## config.mk

```make
export PLATFORM = sky130hd
export DESIGN_NAME = fpimm_build
export DESIGN_NICKNAME = d
export VERILOG_FILES = /design/src/rtl/fpimm_pkg.sv /design/src/rtl/fpimm_lzc.sv /design/src/rtl/fpimm_widen.sv /design/src/rtl/fpimm_narrow.sv /design/src/rtl/fpimm_build.sv
export SDC_FILE = /design/constraint.sdc
export NUM_CORES = 1
export LEC_CHECK = 0
export BUFFER_PORTS_ARGS = -buffer_cell sky130_fd_sc_hd__buf_2
export CORE_MARGIN = 1.5
export CORE_UTILIZATION = 56
export DETAILED_ROUTE_END_ITERATION = 8
export HOLD_SLACK_MARGIN = 0.08
export PLACE_DENSITY_LB_ADDON = 0.25
export SYNTH_ARGS = -nofsm -noshare
export SYNTH_HDL_FRONTEND = slang
export SYNTH_SLANG_ARGS = --single-unit
```

## constraint.sdc

```tcl
create_clock -name clk -period 10.6 [get_ports clk]
set_input_delay 1.59 -clock clk [delete_from_list [all_inputs] [get_ports clk]]
set_output_delay 1.59 -clock clk [all_outputs]
set_load 0.01 [all_outputs]
```

## src/rtl/fpimm_pkg.sv

```systemverilog
package fpimm_pkg;
    localparam int IMM_W     = 16;
    localparam int SP_W      = 32;
    localparam int SP_EXP_W  = 8;
    localparam int SP_MAN_W  = 23;
    localparam int DP_W      = 64;
    localparam int DP_EXP_W  = 11;
    localparam int DP_MAN_W  = 52;
    localparam int SP_BIAS   = (1 << (SP_EXP_W - 1)) - 1;
    localparam int DP_BIAS   = (1 << (DP_EXP_W - 1)) - 1;
    localparam int BIAS_GAP  = DP_BIAS - SP_BIAS;
    localparam int MAN_PAD   = DP_MAN_W - SP_MAN_W;
    localparam int LZ_W      = $clog2(SP_MAN_W + 1);

    typedef enum logic {
        OP_LOAD_HI = 1'b0,
        OP_SET_LO  = 1'b1
    } fpimm_op_e;

    typedef enum logic {
        ST_IDLE = 1'b0,
        ST_EMIT = 1'b1
    } fpimm_st_e;
endpackage

```

## src/rtl/fpimm_lzc.sv

```systemverilog
module fpimm_lzc #(
    parameter int W  = 23,
    parameter int CW = $clog2(W + 1)
) (
    input  logic [W-1:0]  vec,
    output logic [CW-1:0] cnt
);
    // Count of zero bits above the highest set bit; W when vec is zero.
    always_comb begin
        cnt = CW'(W);
        for (int i = 0; i < W; i++) begin
            if (vec[i]) cnt = CW'(W - 1 - i);
        end
    end
endmodule

```

## src/rtl/fpimm_widen.sv

```systemverilog
module fpimm_widen
    import fpimm_pkg::*;
(
    input  logic [SP_W-1:0] sp_in,
    output logic [DP_W-1:0] dp_out
);
    logic                  sgn;
    logic [SP_EXP_W-1:0]   exp_s;
    logic [SP_MAN_W-1:0]   man_s;
    logic [LZ_W-1:0]       lead_z;
    logic [DP_MAN_W-1:0]   sub_frac;

    assign sgn   = sp_in[SP_W-1];
    assign exp_s = sp_in[SP_W-2 -: SP_EXP_W];
    assign man_s = sp_in[SP_MAN_W-1:0];

    fpimm_lzc #(.W(SP_MAN_W), .CW(LZ_W)) lzc_i (
        .vec (man_s),
        .cnt (lead_z)
    );

    // Denormal: shift out the leading one so the rest is left-aligned.
    assign sub_frac = {man_s, {MAN_PAD{1'b0}}} << (32'(lead_z) + 32'd1);

    always_comb begin
        if (exp_s == {SP_EXP_W{1'b1}}) begin
            dp_out = {sgn, {DP_EXP_W{1'b1}}, man_s, {MAN_PAD{1'b0}}};
        end else if (exp_s == '0 && man_s == '0) begin
            dp_out = {sgn, {(DP_W-1){1'b0}}};
        end else if (exp_s == '0) begin
            dp_out = {sgn, DP_EXP_W'(BIAS_GAP) - DP_EXP_W'(lead_z), sub_frac};
        end else begin
            dp_out = {sgn, DP_EXP_W'(exp_s) + DP_EXP_W'(BIAS_GAP), man_s, {MAN_PAD{1'b0}}};
        end
    end
endmodule

```

## src/rtl/fpimm_narrow.sv

```systemverilog
module fpimm_narrow
    import fpimm_pkg::*;
(
    input  logic [DP_W-1:0] dp_in,
    output logic [SP_W-1:0] sp_out
);
    localparam int E_MIN_SUB  = BIAS_GAP - SP_MAN_W + 1;
    localparam int E_MIN_NORM = BIAS_GAP + 1;
    localparam int E_MAX_NORM = BIAS_GAP + (1 << SP_EXP_W) - 2;

    logic                  sgn;
    logic [DP_EXP_W-1:0]   exp_d;
    logic [SP_MAN_W-1:0]   frac_top;
    logic                  low_nz;
    logic [DP_EXP_W-1:0]   sub_sh;
    logic [SP_MAN_W:0]     sub_man;
    logic [SP_MAN_W-1:0]   nan_man;

    assign sgn      = dp_in[DP_W-1];
    assign exp_d    = dp_in[DP_W-2 -: DP_EXP_W];
    assign frac_top = dp_in[DP_MAN_W-1 -: SP_MAN_W];
    assign low_nz   = |dp_in[MAN_PAD-1:0];
    assign sub_sh   = DP_EXP_W'(E_MIN_NORM) - exp_d;
    assign sub_man  = {1'b1, frac_top} >> sub_sh;
    assign nan_man  = (frac_top == '0 && low_nz) ? {1'b1, {(SP_MAN_W-1){1'b0}}} : frac_top;

    always_comb begin
        if (exp_d == {DP_EXP_W{1'b1}}) begin
            sp_out = {sgn, {SP_EXP_W{1'b1}}, nan_man};
        end else if (exp_d < DP_EXP_W'(E_MIN_SUB)) begin
            sp_out = {sgn, {(SP_W-1){1'b0}}};
        end else if (exp_d > DP_EXP_W'(E_MAX_NORM)) begin
            sp_out = {sgn, {SP_EXP_W{1'b1}}, {SP_MAN_W{1'b0}}};
        end else if (exp_d >= DP_EXP_W'(E_MIN_NORM)) begin
            sp_out = {sgn, SP_EXP_W'(exp_d - DP_EXP_W'(BIAS_GAP)), frac_top};
        end else begin
            sp_out = {sgn, {SP_EXP_W{1'b0}}, sub_man[SP_MAN_W-1:0]};
        end
    end
endmodule

```

## src/rtl/fpimm_build.sv

```systemverilog
module fpimm_build
    import fpimm_pkg::*;
(
    input  logic                 clk,
    input  logic                 rst,
    input  logic                 in_vld,
    input  logic                 in_op,
    input  logic [IMM_W-1:0]     in_imm,
    input  logic [DP_W-1:0]      in_old,
    output logic                 out_vld,
    output logic [DP_W-1:0]      out_data
);
    localparam int HALF_W = SP_W - IMM_W;

    fpimm_op_e        op;
    fpimm_st_e        st_q, st_d;
    logic [SP_W-1:0]  old_sp;
    logic [SP_W-1:0]  new_sp;
    logic [DP_W-1:0]  new_dp;
    logic [DP_W-1:0]  data_q;

    assign op = fpimm_op_e'(in_op);

    fpimm_narrow narrow_i (
        .dp_in  (in_old),
        .sp_out (old_sp)
    );

    always_comb begin
        unique case (op)
            OP_LOAD_HI: new_sp = {in_imm, {HALF_W{1'b0}}};
            OP_SET_LO:  new_sp = {old_sp[SP_W-1 -: HALF_W], in_imm};
            default:    new_sp = '0;
        endcase
    end

    fpimm_widen widen_i (
        .sp_in  (new_sp),
        .dp_out (new_dp)
    );

    // Next-state logic.
    always_comb begin
        unique case (st_q)
            ST_IDLE: st_d = in_vld ? ST_EMIT : ST_IDLE;
            ST_EMIT: st_d = in_vld ? ST_EMIT : ST_IDLE;
            default: st_d = ST_IDLE;
        endcase
    end

    // State register.
    always_ff @(posedge clk) begin
        if (rst) st_q <= ST_IDLE;
        else     st_q <= st_d;
    end

    // Output register.
    always_ff @(posedge clk) begin
        if (in_vld) data_q <= new_dp;
    end

    assign out_vld  = (st_q == ST_EMIT);
    assign out_data = data_q;

    p_rst_clear_r1: assert property (@(posedge clk) rst |=> !out_vld)
        else $error("R1 violated");
    p_vld_follow_r2: assert property (@(posedge clk) disable iff (rst) in_vld |=> out_vld)
        else $error("R2 violated");
    p_idle_quiet_r2: assert property (@(posedge clk) disable iff (rst) !in_vld |=> !out_vld)
        else $error("R2 violated");
    p_load_pad_r3: assert property (@(posedge clk) disable iff (rst)
        (in_vld && !in_op) |=> (out_data[MAN_PAD-1:0] == '0))
        else $error("R3 violated");
    p_load_sign_r6: assert property (@(posedge clk) disable iff (rst)
        (in_vld && !in_op) |=> (out_data[DP_W-1] == $past(in_imm[IMM_W-1])))
        else $error("R6 violated");
    p_load_inf_r6: assert property (@(posedge clk) disable iff (rst)
        (in_vld && !in_op && in_imm[IMM_W-2 -: SP_EXP_W] == '1)
        |=> (out_data[DP_W-2 -: DP_EXP_W] == '1))
        else $error("R6 violated");
    p_set_sign_r8: assert property (@(posedge clk) disable iff (rst)
        (in_vld && in_op) |=> (out_data[DP_W-1] == $past(in_old[DP_W-1])))
        else $error("R8 violated");
    p_hold_r10: assert property (@(posedge clk) disable iff (rst) !in_vld |=> $stable(out_data))
        else $error("R10 violated");
endmodule

```

==> flow_summary.ini <==
[run_status]
status = complete, no violations

[cts]
cts-root-buf = clkbuf_8
cts_hold_buf = 0
numCtsBuffers = 5
cts_tree = built
cts.reportedPaths.clkPinSlew_ps = 80
h-tree-depth = 2
cts_buffer_depth = 2
post_cts_buffers = 0
post_cts_resized = 0
numClockSinks = 35

[detailed_routing]
ant_nets = 0
first_pass_iters = 6
dr.first_iter.drc_count = 420
via_count = 4753
routed_via_density = 6.56
drt-total-wl_um = 14400
drc_errors = 0
wl_per_cell_um = 19.8

[yosys]
ys_types = 88
synth-seq-cells = 35
synthFlopType = edfxtp_1
synth-edff-count = 34
async_flop_share = 0
synth_warnings = 0
synth_area_sq_um = 4390
yosys.area.top_type = edfxtp_1
ys_seq_area_frac = 0.237
synth_area_per_cell_sq_um = 8.26
synthCells = 532
synth_top_area_frac = 0.232
synth_area_leaders = edfxtp_1 23%, mux2i_1 5.7%, buf_4 5.6%

[floorplan]
die_w_um = 91.6
dieArea_sq_um = 8380
io_pins = 149
design.core.area_sq_um = 7650
start_util = 0.574
die-height_um = 91.6
row_count = 32

[setup_path]
crit_path_cell_trace = buf_2 -> inv_1 -> ha_1 -> nand2b_1 -> o41ai_2 -> o32ai_1 -> a211oi_1 -> o21ai_0 -> o21ai_4 -> inv_2 -> ha_1 -> xor2_4 -> mux2_4 -> a221o_1 -> a221o_1
worst_path_max_delay_cell = a211oi_1
critPathLaunchType = input port
critPathMaxStageDelay_ps = 800
critPathRequiredTime_ps = 10650
end_kind = flop
critPathKind = in2reg
cp_max_fo = 25
critPathBufInv = 3
arrival_ps = 7480
crit_family = compound AO/OA/AOI/OAI gates

[grt]
grt_usage = 0.342
grt_pass1_vias = 4383
grt_max_degree = 44
globalRouteOverflowTotal = 0
antenna_found_initial = 0
grt_pass1_wl_um = 22600

[power]
p_seq_frac = 0.313
clock_power_share = 0.186
leakage_nw = 2.06
total_power_mw = 0.536
switching_share = 0.420
p_int_mw = 0.311
switchingPower_mw = 0.225
p_comb_frac = 0.500
power_density_nw_per_um2 = 109
peakVddDrop_uv = 60.8

[layout]
antennaDiodeCount = 0
syn_to_final_growth_pct = 12.1
drive_above_1_share = 0.268
nNetsFinal = 710
fin_cells = 725
final_design_area_no_fill_sq_um = 4920

[timing]
hold_viol = 0
slew-limit-headroom = 0.428
drv_slew = 0
max_freq_mhz = 135
hold_ws_ps = 1450
grt_setup_unrepaired = no
min_period_over_period = 0.701
period_minus_slack_ps = 7430
setup_viol = 0
worst_pin_slew_ps = 853
fin_tns_setup_ps = 0

[place]
dp_hpwl_um = 10900
place_congestion = 1.00
dp_cells = 717
placed_cell_area_sq_um = 4840
port_buffers = 119

[flow_run]
max-cap-violations = 0

[worst_hold_path]
hold_class = in2reg
## placed cells by master (no fill, tap or decap), types with 3 or more instances in the layout
cell type and count:
a221oi_1 5, conb_1 29, nand2_1 52, nand3_1 10
a211o_1 5, a211oi_1 6, and3_1 6, nand2b_1 7
clkbuf_8 5, o31ai_1 3, o22ai_1 6, o41ai_1 6
and2_1 6, nor2b_1 11, or3_1 6, inv_1 15
ha_1 4, mux4_2 8, nor2_1 53, a21oi_1 30
a221o_1 6, o32ai_1 5, a22o_1 6, buf_2 119
mux2_2 7, mux2i_1 25, a21boi_0 4, nor3_1 20
a31oi_1 5, edfxtp_1 34, nor4_1 18, nand4_1 5
o21ai_0 25
## metal layers
metal  share of wire  vias to the layer above  wire, um  GRT usage
li1                -                     2156         -          -
met1            0.39                     2237      5650      0.447
met2            0.48                      307      6900      0.570
met5               0                        -         0          0
met3           0.088                       53      1270     0.0394
met4           0.039                        0       556      0.146
## power by group through the flow
stage / clock network (mW) / logic (mW) / registers [mW]
CTS: 0.0996 / 0.261 / 0.168
floorplan: 0 / 0.186 / 0.179
finish: 0.0999 / 0.268 / 0.168
global placement: 0 / 0.259 / 0.171
global route: 0.106 / 0.286 / 0.169
detailed placement: 0 / 0.259 / 0.171
## final timing paths
path / from / endpoint / slack [ps] / cells after the start
setup / recovery: in_old[53] / out_data[43] / 3170 / 15
hold / removal: rst / out_vld / 1450 / 2
## flip-flops by register name, summed over array words and instances, names as in the netlist
name and count:
out_vld 1, out_data 34
## cells in the mapped netlist, types with 3 or more instances
master and number:
nor4_1 18, mux4_2 8, o22ai_1 6, ha_1 4, nand4_1 5, a22o_1 6
o31ai_1 3, nand3_1 10, o41ai_1 6, a211oi_1 6, a31oi_1 5, mux2i_1 25
o32ai_1 5, buf_4 33, nor2_1 53, a221o_1 6, a21oi_1 30, nand2_1 52
inv_1 15, o21ai_0 25, or3_1 6, nor2b_1 11, mux2_2 7, a21boi_0 4
nor3_1 20, and3_1 6, edfxtp_1 34, a221oi_1 5, clkbuf_1 23, nand2b_1 7
and2_1 6, buf_2 8, a211o_1 5
## final cells by class
type	count	area, sq um
clock inverters	2	12.5
well taps	102	128
flip-flops and latches	35	1040
fillers	701	2720
repair buffers	121	611
clock buffers	6	72.6
inverters	17	63.8
multi-input cells	442	3000
## per-stage QoR
| step | utilization | worst slack [ps] |
|---|---|---|
| after floorplan | - | 4370 |
| final | 0.644 | 3170 |
| after global placement | 0.633 | 3130 |
| after global routing | 0.644 | 2650 |
| after detailed placement | 0.633 | 2960 |
| after CTS | 0.644 | 3240 |
## cells by family after synthesis
family / after synthesis / share of synthesized area
simple gates: 211 / 0.244
compound gates: 149 / 0.253
buf+inv: 83 / 0.105
mux: 43 / 0.125
flops: 35 / 0.237
xor+xnor: 6 / 0.0239
fa+ha+maj: 4 / 0.0114
other cells: 1 / 0.000854
(Power assumes the default switching activity.)
